==> config.mk <==
export PLATFORM = sky130hd
export DESIGN_NAME = tdm_frame_port
export DESIGN_NICKNAME = d
export VERILOG_FILES = /design/src/rtl/tdm_pkg.sv /design/src/rtl/tdm_timebase.sv /design/src/rtl/tdm_tx_path.sv /design/src/rtl/tdm_rx_path.sv /design/src/rtl/tdm_frame_port.sv
export SDC_FILE = /design/constraint.sdc
export NUM_CORES = 1
export LEC_CHECK = 0
export ABC_AREA = 1
export CAP_MARGIN = 10
export CORE_UTILIZATION = 57
export DETAILED_ROUTE_END_ITERATION = 6
export PLACE_DENSITY_LB_ADDON = 0.3
export SYNTH_ARGS = -nofsm -noshare
export SYNTH_HDL_FRONTEND = slang
export SYNTH_SLANG_ARGS = --single-unit
==> constraint.sdc <==
create_clock -name clk -period 5.9 [get_ports clk]
set_clock_uncertainty 0.05 [all_clocks]
set_input_delay 1.18 -clock clk [delete_from_list [all_inputs] [get_ports clk]]
set_output_delay 1.18 -clock clk [all_outputs]
set_load 0.005 [all_outputs]
==> src/rtl/tdm_pkg.sv <==
`timescale 1ns/1ps
package tdm_pkg;
    typedef enum logic [1:0] {
        S_OFF  = 2'd0,
        S_LOAD = 2'd1,
        S_RUN  = 2'd2
    } port_state_t;

    localparam int QTR_PER_BIT = 4;   // quarter ticks in one data bit
    localparam int BYTES_PER_CH = 4;  // slots per channel
    localparam int CTRL_SLOT = 3;     // control byte of channel 0
endpackage

==> src/rtl/tdm_timebase.sv <==
`timescale 1ns/1ps
module tdm_timebase #(
    parameter int DIV   = 2,
    parameter int BYTES = 12,
    localparam int BW   = $clog2(BYTES)
) (
    input  logic          clk,
    input  logic          rst_n,
    input  logic          run,
    output logic          tick,
    output logic [1:0]    qtr,
    output logic [2:0]    bitc,
    output logic [BW-1:0] bytec,
    output logic          frame_end
);
    localparam logic [BW-1:0] LAST_SLOT = BW'(BYTES - 1);

    generate
        if (DIV == 1) begin : g_nodiv
            assign tick = run;
        end else begin : g_div
            localparam int DW = $clog2(DIV);
            localparam logic [DW-1:0] DLAST = DW'(DIV - 1);
            logic [DW-1:0] dcnt;
            always_ff @(posedge clk or negedge rst_n) begin
                if (!rst_n)             dcnt <= '0;
                else if (!run)          dcnt <= '0;
                else if (dcnt == DLAST) dcnt <= '0;
                else                    dcnt <= dcnt + 1'b1;
            end
            assign tick = run && (dcnt == DLAST);
        end
    endgenerate

    always_ff @(posedge clk or negedge rst_n) begin
        if (!rst_n) begin
            qtr   <= '0;
            bitc  <= '0;
            bytec <= '0;
        end else if (!run) begin
            qtr   <= '0;
            bitc  <= '0;
            bytec <= '0;
        end else if (tick) begin
            qtr <= qtr + 1'b1;
            if (qtr == 2'd3) begin
                bitc <= bitc + 1'b1;
                if (bitc == 3'd7)
                    bytec <= (bytec == LAST_SLOT) ? '0 : bytec + 1'b1;
            end
        end
    end

    assign frame_end = tick && (qtr == 2'd3) && (bitc == 3'd7) && (bytec == LAST_SLOT);
endmodule

==> src/rtl/tdm_tx_path.sv <==
`timescale 1ns/1ps
module tdm_tx_path #(
    parameter int BYTES = 12,
    localparam int BW   = $clog2(BYTES),
    localparam int FW   = BYTES * 8
) (
    input  logic          clk,
    input  logic          rst_n,
    input  logic          load,
    input  logic [FW-1:0] tx_frame,
    input  logic [2:0]    bitc,
    input  logic [BW-1:0] bytec,
    output logic          tx_bit
);
    logic [FW-1:0]   hold;
    logic [BW+2:0]   idx;

    always_ff @(posedge clk or negedge rst_n) begin
        if (!rst_n)    hold <= '1;
        else if (load) hold <= tx_frame;
    end

    // slot*8 + (7 - bit): MSB leaves first
    assign idx    = {bytec, ~bitc};
    assign tx_bit = hold[idx];
endmodule

==> src/rtl/tdm_rx_path.sv <==
`timescale 1ns/1ps
module tdm_rx_path #(
    parameter int BYTES = 12,
    localparam int BW   = $clog2(BYTES),
    localparam int FW   = BYTES * 8
) (
    input  logic          clk,
    input  logic          rst_n,
    input  logic          sample,
    input  logic [2:0]    bitc,
    input  logic [BW-1:0] bytec,
    input  logic          commit,
    input  logic          rx_bit,
    output logic [FW-1:0] rx_frame,
    output logic          frame_done
);
    logic [6:0] sr;
    logic [7:0] shadow [BYTES];

    always_ff @(posedge clk or negedge rst_n) begin
        if (!rst_n)      sr <= '1;
        else if (sample) sr <= {sr[5:0], rx_bit};
    end

    generate
        for (genvar g = 0; g < BYTES; g++) begin : g_slot
            always_ff @(posedge clk or negedge rst_n) begin
                if (!rst_n)
                    shadow[g] <= 8'hFF;
                else if (sample && bitc == 3'd7 && bytec == BW'(g))
                    shadow[g] <= {sr, rx_bit};
            end
        end
    endgenerate

    always_ff @(posedge clk or negedge rst_n) begin
        if (!rst_n) begin
            rx_frame   <= '1;
            frame_done <= 1'b0;
        end else begin
            frame_done <= commit;
            if (commit)
                for (int i = 0; i < BYTES; i++)
                    rx_frame[8*i +: 8] <= shadow[i];
        end
    end
endmodule

==> src/rtl/tdm_frame_port.sv <==
`timescale 1ns/1ps
module tdm_frame_port
    import tdm_pkg::*;
#(
    parameter int DIV   = 2,
    parameter int BYTES = 12,
    localparam int BW   = $clog2(BYTES),
    localparam int FW   = BYTES * 8
) (
    input  logic             clk,
    input  logic             rst_n,
    input  logic             sw_off,
    input  logic             dir_swap,
    input  logic [BYTES-1:0] swap_mask,
    input  logic             strobe_ch,
    input  logic [1:0]       strobe_sel,
    input  logic [FW-1:0]    tx_frame,
    input  logic             dd_in,
    input  logic             du_in,
    output logic             dd_pull,
    output logic             du_pull,
    output logic             ck_oe,
    output logic             dclk_o,
    output logic             bclk_o,
    output logic             fsc_o,
    output logic             strobe_o,
    output logic [FW-1:0]    rx_frame,
    output logic             frame_done,
    output logic [3:0]       rx_ci0,
    output logic             rx_mr0,
    output logic             rx_mx0
);
    port_state_t   state, nxt;
    logic          run, load_st;
    logic          tick, frame_end, tx_bit, rx_bit, swapped;
    logic [1:0]    qtr;
    logic [2:0]    bitc;
    logic [BW-1:0] bytec, sb0;

    // state register
    always_ff @(posedge clk or negedge rst_n) begin
        if (!rst_n) state <= S_OFF;
        else        state <= nxt;
    end

    // transitions
    always_comb begin
        nxt = state;
        unique case (state)
            S_OFF:   if (!sw_off) nxt = S_LOAD;
            S_LOAD:  nxt = sw_off ? S_OFF : S_RUN;
            S_RUN:   if (sw_off) nxt = S_OFF;
            default: nxt = S_OFF;
        endcase
    end

    // per-state outputs
    always_comb begin
        run     = 1'b0;
        load_st = 1'b0;
        unique case (state)
            S_OFF:   ;
            S_LOAD:  load_st = 1'b1;
            S_RUN:   run = 1'b1;
            default: ;
        endcase
    end

    tdm_timebase #(.DIV(DIV), .BYTES(BYTES)) u_tb (
        .clk(clk), .rst_n(rst_n), .run(run), .tick(tick),
        .qtr(qtr), .bitc(bitc), .bytec(bytec), .frame_end(frame_end)
    );

    tdm_tx_path #(.BYTES(BYTES)) u_tx (
        .clk(clk), .rst_n(rst_n), .load(load_st || frame_end),
        .tx_frame(tx_frame), .bitc(bitc), .bytec(bytec), .tx_bit(tx_bit)
    );

    tdm_rx_path #(.BYTES(BYTES)) u_rx (
        .clk(clk), .rst_n(rst_n), .sample(tick && qtr == 2'd1),
        .bitc(bitc), .bytec(bytec), .commit(frame_end && !sw_off),
        .rx_bit(rx_bit), .rx_frame(rx_frame), .frame_done(frame_done)
    );

    assign swapped = dir_swap && swap_mask[bytec];
    assign rx_bit  = swapped ? dd_in : du_in;
    assign dd_pull = run && !swapped && !tx_bit;
    assign du_pull = run &&  swapped && !tx_bit;

    assign ck_oe  = run;
    assign dclk_o = run && !qtr[0];
    assign bclk_o = run && !qtr[1];
    assign fsc_o  = run && (bitc == 3'd0) && (bytec == '0);

    assign sb0      = strobe_ch ? BW'(BYTES_PER_CH) : '0;
    assign strobe_o = run && ((strobe_sel[0] && bytec == sb0) ||
                              (strobe_sel[1] && bytec == sb0 + 1'b1));

    assign rx_ci0 = rx_frame[8*CTRL_SLOT+2 +: 4];
    assign rx_mr0 = rx_frame[8*CTRL_SLOT+1];
    assign rx_mx0 = rx_frame[8*CTRL_SLOT];
endmodule

==> results of run 1 <==
[registers in the layout, summed over array words and instances, names as in the netlist]
signal,count
u_tx.hold,96
u_rx.frame_done,1
state,2
u_rx.shadow,96
u_tb.qtr,2
u_tb.bitc,3
u_rx.rx_frame,96
u_rx.sr,7
u_tb.bytec,4
u_tb.g_div.dcnt,1
[cells in the final DEF (no fill, tap or decap), types with 2 or more instances in the layout]
cell,n
bufinv_16,5
diode_2,4
nor2_4,2
clkdlybuf4s50_1,225
mux2_1,34
nand2_4,3
inv_2,7
clkinv_2,7
o21ai_0,118
nand2_1,246
nor2_8,2
dfrtp_1,12
mux2_2,156
clkbuf_16,30
dfstp_2,295
nor2_1,17
nand3_4,8
clkbuf_8,5
xor2_1,2
a21oi_1,4
buf_4,6
clkbuf_1,7
nor2_2,3
o21ai_1,4
nand3_1,87
ha_1,9
inv_1,21
[power breakdown]
| group | total, W | leakage (nW) | switching [W] | internal [W] |
|---|---|---|---|---|
| sequential | 0.00259 | 3.24 | 0.000124 | 0.00247 |
| combinational | 0.000517 | 2.82 | 0.000221 | 0.000296 |
| clock | 0.00201 | 0.519 | 0.000795 | 0.00122 |
[cells by family after synthesis]
kind of cell / Yosys count / share of synthesized area
compound gates: 129 / 0.04943
xor+xnor: 2 / 0.001323
fa+ha+maj: 9 / 0.008507
flops: 308 / 0.6101
simple gates: 372 / 0.1289
mux: 190 / 0.1616
buf+inv: 97 / 0.04008
[area by class of cell]
type / instances / area (um2)
diodes: 4 / 10.01
clock buffers: 42 / 845.8
clock inverters: 13 / 201.4
fillers: 1554 / 6150
inverters: 28 / 105.1
multi-input cells: 702 / 4631
flip-flops and latches: 308 / 8078
well taps: 285 / 356.6
repair buffers: 233 / 2332
[routing by layer]
metal,GRT usage,vias up,part of all wire
li1,-,4127,-
met1,0.3562,4495,0.44
met2,0.4173,297,0.49
met3,0.03755,57,0.052
met4,0.08722,0,0.025
met5,0,-,0
[worst max path at each step]
stage,to,depth (start not counted),from
4_1_cts,dd_pull,12,u_tb.bitc[0]$_DFFE_PN0P_
6_report,du_pull,12,u_tb.bitc[0]$_DFFE_PN0P_
3_5_place_dp,dd_pull,12,u_tb.bitc[0]$_DFFE_PN0P_
2_1_floorplan,dd_pull,9,swap_mask[4]
3_3_place_gp,dd_pull,12,u_tb.bitc[0]$_DFFE_PN0P_
5_1_grt,du_pull,12,u_tb.bitc[0]$_DFFE_PN0P_
[per-stage QoR]
step | hold slack (ns) | instances | utilization
after floorplan | 0.3548 | 1107 | -
after CTS | 0.3854 | 1611 | 0.7288
final | 0.3872 | 1615 | 0.7292
after global routing | 0.4186 | 1614 | 0.7291
after detailed placement | 0.3702 | 1556 | 0.6826
after global placement | 0.3629 | 1556 | 0.6826
==> impl_metrics.csv, run 1 <==
group,metric,value,unit
run_status,outcome,"finished clean",
logic_synthesis,syn_nets,1233,
setup_path,critPathMaxFanout,52,
timing,rsz0062_at_grt,"no",
timing,final-setup-viol-count,0,
clock_tree,cts-buffers-inserted,30,
setup_path,crit_slowest_cell,"dfrtp_2",
die,rows,55,
route,drc,0,
timing,worst_pin_slew,0.9865,ns
route,drtAntennaViolNets,0,
layout,syn2layout_area_growth,25.09,%
die,fp.dieArea,0.02384,mm2
die,initial_core_util,0.5829,
logic_synthesis,synth_seq_cells,308,
clock_tree,clock-root-buffer,"clkbuf_16",
placed_design,io_buffer_count,226,
timing,max_freq,201.1,MHz
setup_path,r2r_slack,2.14,ns
timing,fin_tns_setup,0,ns
clock_tree,post_cts_buffers,0,
die,die_x,154.4,um
pwr,ir_worst_vdd,0.2272,mV
timing,fin_crit,4.973,ns
route,drtIter0Drc,602,
placed_design,placed_area,0.01550,mm2
clock_tree,ctsLongestPathBuffers,3,
global_route,grt_max_degree,124,
layout,final_nets,1429,
die,io_pins,227,
timing,fin_ws,0.9267,ns
setup_path,crit_buf_inv,3,
timing,maxSlewHeadroom,0.3423,
setup_path,cp-end-kind,"primary output",
clock_tree,clkLatencyLatePin,0.55,ns
setup_path,cp-start-kind,"flop",
setup_path,slowest_delay,0.94,ns
logic_synthesis,synth_flop_cell,"dfstp_2",
logic_synthesis,syn_inst,1107,
clock_tree,ctsResizeCount,0,
route,first_pass_iters,5,
timing,timing.final.crit_share,0.8429,
global_route,grtUsageTotal,0.2565,
setup_path,timing.rr.start,"u_tb.bitc[1]$_DFFE_PN0P_",
global_route,grt_pass1_vias,9023,
route,drt-vias-per-instance,5.558,
setup_path,crit_path_frequent_cell,"nand3_1",
logic_synthesis,synthArstFlopShare,1.000,
setup_path,rr_worst_depth,10,
clock_tree,postCtsHoldBufs,0,
setup_path,path_cells,"inv_1, buf_4, nand2_1, nand3_1, nand3_1, nand2_1, nand2_1, nand3_1, nand3_1, nand3_1, nor2_1, clkdlybuf4s50_1",
global_route,antenna_found_initial,3,
logic_synthesis,yosysUniqueCellTypes,32,
setup_path,crit_type,"reg -> out",
logic_synthesis,synth_area_leader_cell,"dfstp_2",
logic_synthesis,synth_area,0.01324,mm2
die,die_h,154.4,um
logic_synthesis,ys_top_cells_by_count,"dfstp_2, nand2_1, mux2_2, o21ai_0, nand3_1",
logic_synthesis,synth-edff-count,0,
clock_tree,cts_tree,"yes",
clock_tree,clk_pin_slew,0.06,ns
logic_synthesis,synth_area_per_cell,11.96,um2
global_route,grt_pass1_wl,48020,um
pwr,p_leak,6.585,nW
setup_path,r2r_end,"u_rx.rx_frame[24]$_DFFE_PN1P_",
clock_tree,cts_max_level,1,
clock_tree,numClockSinks,308,
setup_path,cp_data_arrival_time,3.74,ns
logic_synthesis,synth_top_area_share,0.5855,
layout,drive_gt1_frac,0.4035,
min_path,hold_end,"state[0]$_DFFE_PN0P_",
pwr,power_density,309.1,mW/mm2
route,routed_wl,29850,um
min_path,hp-start,"state[1]$_DFFE_PN0P_",
setup_path,critical_path_required,4.67,ns
timing,finalHoldViolations,0,
die,core_area,0.02271,mm2
min_path,min_path_cells,1,
logic_synthesis,synth.most_common_cell,"dfstp_2",
placed_design,hpwl,19450,um
layout,design_area,0.01656,mm2
logic_synthesis,ys_seq_area_frac,0.6101,
placed_design,place_ws,1.584,ns
route,vias,8976,
route,routedWlPerCell,18.48,um
pwr,p_total,0.005118,W
job,drv_cap,0,
logic_synthesis,synthTopCellsByArea,"dfstp_2, mux2_2, nand2_1",
placed_design,finalWeightedCongestion,0.8140,
global_route,grt_overflow,0,
logic_synthesis,yosys_warnings,0,
min_path,hp-class,"reg -> reg",
setup_path,crit_family,"buffers and inverters",
timing,drv_slew,0,
Note: power is estimated with default switching activity, not from simulation.
==> inputs of run 2 (changes only) <==
CORE_UTILIZATION = 53   (was 57)
clock period = 5.1 ns   (was 5.9 ns; I/O delays follow)
==> impl_metrics.csv, run 2 (same netlist as run 1, synthesis figures left out) <==
group,metric,value,unit
layout,top_regs,"u_rx.rx_frame: 96 flops, u_rx.shadow: 96 flops, u_tx.hold: 96 flops",
pwr,p_leak,6.659,nW
global_route,grt_max_degree,110,
clock_tree,post_cts_buffers,0,
pwr,ir_worst_vdd,0.2628,mV
clock_tree,ctsResizeCount,0,
clock_tree,ctsLongestPathBuffers,3,
setup_path,critPathMaxFanout,49,
clock_tree,numClockSinks,308,
route,vias,8886,
timing,rsz0062_at_grt,"no",
global_route,grt_overflow,0,
setup_path,crit_start,"u_tb.bitc[0]$_DFFE_PN0P_",
setup_path,cp-end-kind,"primary output",
global_route,grt_pass1_vias,8929,
layout,syn2layout_area_growth,26.39,%
die,die_h,160.0,um
setup_path,cp_data_arrival_time,3.21,ns
timing,final-setup-viol-count,0,
timing,timing.final.crit_share,0.8383,
die,initial_core_util,0.5427,
placed_design,hpwl,19790,um
setup_path,r2r_slack,1.62,ns
global_route,grt_pass1_wl,48480,um
pwr,p_sw,0.001311,W
placed_design,placed_area,0.01560,mm2
min_path,min_path_cells,1,
global_route,grtUsageTotal,0.2397,
pwr,swShare,0.2176,
layout,final_cell_mix,"dfstp_2, nand2_1, clkdlybuf4s50_1",
layout,design_area,0.01673,mm2
route,routedWlPerCell,18.06,um
job,drv_cap,0,
clock_tree,cts-buffers-inserted,31,
route,drtAntennaViolNets,0,
clock_tree,clock-root-buffer,"clkbuf_16",
route,drtIter0Drc,429,
route,drt-vias-per-instance,5.359,
route,first_pass_iters,4,
placed_design,finalWeightedCongestion,0.8211,
die,die_x,160.0,um
die,core_area,0.02439,mm2
timing,maxSlewHeadroom,0.3052,
clock_tree,clk_pin_slew,0.06,ns
setup_path,cp-start-kind,"flop",
layout,drive_gt1_frac,0.4095,
route,drc,0,
pwr,pwr-share-comb,0.100,
min_path,hp-class,"reg -> reg",
clock_tree,cts_tree,"yes",
timing,worst_pin_slew,1.042,ns
layout,final_nets,1433,
clock_tree,clkLatencyLatePin,0.55,ns
timing,fin_tns_setup,0,ns
clock_tree,cts_max_level,1,
timing,drv_slew,0,
placed_design,io_buffer_count,226,
min_path,hp-start,"state[1]$_DFFE_PN0P_",
timing,finalHoldViolations,0,
timing,fin_crit,4.275,ns
clock_tree,postCtsHoldBufs,0,
die,io_pins,227,
pwr,p_seq_frac,0.496,
pwr,internal-power,0.004713,W
route,routed_wl,29940,um
pwr,pwr-share-clk,0.404,
run_status,outcome,"finished clean",
setup_path,rr_worst_depth,10,
timing,max_freq,233.9,MHz
min_path,hold_end,"state[0]$_DFFE_PN0P_",
setup_path,crit_type,"reg -> out",
die,fp.dieArea,0.02561,mm2
setup_path,r2r_end,"u_tx.hold[22]$_DFFE_PN1P_",
layout,layout_commonest_cell,"dfstp_2",
setup_path,timing.rr.start,"u_tb.bitc[0]$_DFFE_PN0P_",
global_route,antenna_found_initial,3,
pwr,power_density,360.0,mW/mm2
setup_path,critical_path_required,4.03,ns
die,rows,57,
-- run 2: cell count changes in the layout (fill, tap and decap cells not counted), sizes merged --
cell / previous run / this run
buf: 8 / 11
clkbuf: 42 / 43
clkinv: 8 / 9
diode: 4 / 3
-- run 2: area by class of cell --
class | count | area [um2]
multi-input cells | 702 | 4631
inverters | 28 | 105.1
repair buffers | 236 | 2380
well taps | 324 | 405.4
clock inverters | 14 | 195.2
diodes | 3 | 7.507
flip-flops and latches | 308 | 8077
clock buffers | 43 | 930.9
fillers | 1813 | 7660
-- run 2: metal layers --
| layer | vias to the layer above | track usage | wire (um) |
|---|---|---|---|
| li1 | 4125 | - | - |
| met1 | 4440 | 0.3317 | 13060 |
| met2 | 260 | 0.3844 | 14490 |
| met3 | 61 | 0.03766 | 1461 |
| met4 | 0 | 0.08615 | 930 |
| met5 | - | 0 | 0 |
-- run 2: stage by stage --
| stage | hold slack (ns) | instances | utilization | total power, W | worst slack (ns) |
|---|---|---|---|---|---|
| 2_1_floorplan | 0.3548 | 1107 | - | 0.003365 | 2.388 |
| 3_3_place_gp | 0.3652 | 1598 | 0.6395 | 0.003593 | 1.406 |
| 3_5_place_dp | 0.3870 | 1598 | 0.6395 | 0.003621 | 1.335 |
| 4_1_cts | 0.3954 | 1655 | 0.6856 | 0.006068 | 0.7784 |
| 5_1_grt | 0.4200 | 1658 | 0.6860 | 0.006265 | 0.6126 |
| 6_report | 0.3942 | 1658 | 0.6860 | 0.006023 | 0.8248 |
-- run 2: worst max path at each step --
stage               to  slack, ns  depth (start not counted)
3_5_place_dp   dd_pull       1.33                         11
5_1_grt        dd_pull       0.61                         12
4_1_cts        du_pull       0.78                         12
3_3_place_gp   dd_pull       1.41                         11
2_1_floorplan  dd_pull       2.39                          9
6_report       du_pull       0.82                         12
-- run 2: power by group through the flow --
stage / Combinational [W] / Sequential [W] / Clock (W)
after floorplan: 0.000403 / 0.00296 / 0
after global placement: 0.000586 / 0.00301 / 0
after detailed placement: 0.000605 / 0.00302 / 0
after CTS: 0.000609 / 0.00298 / 0.00248
after global routing: 0.000673 / 0.00301 / 0.00258
final: 0.000603 / 0.00298 / 0.00244
-- run 2: worst max-delay path: stages, from the launching register on --
cell and delay (ns):
dfrtp_1 0.75, inv_1 0.11, buf_4 0.31, nand2_1 0.12, nand3_1 0.08, nand3_1 0.12, nand2_1 0.09, nand2_1 0.07
nand3_1 0.07, nand3_1 0.13, nand3_1 0.12, nor2_1 0.13, clkdlybuf4s50_1 0.51
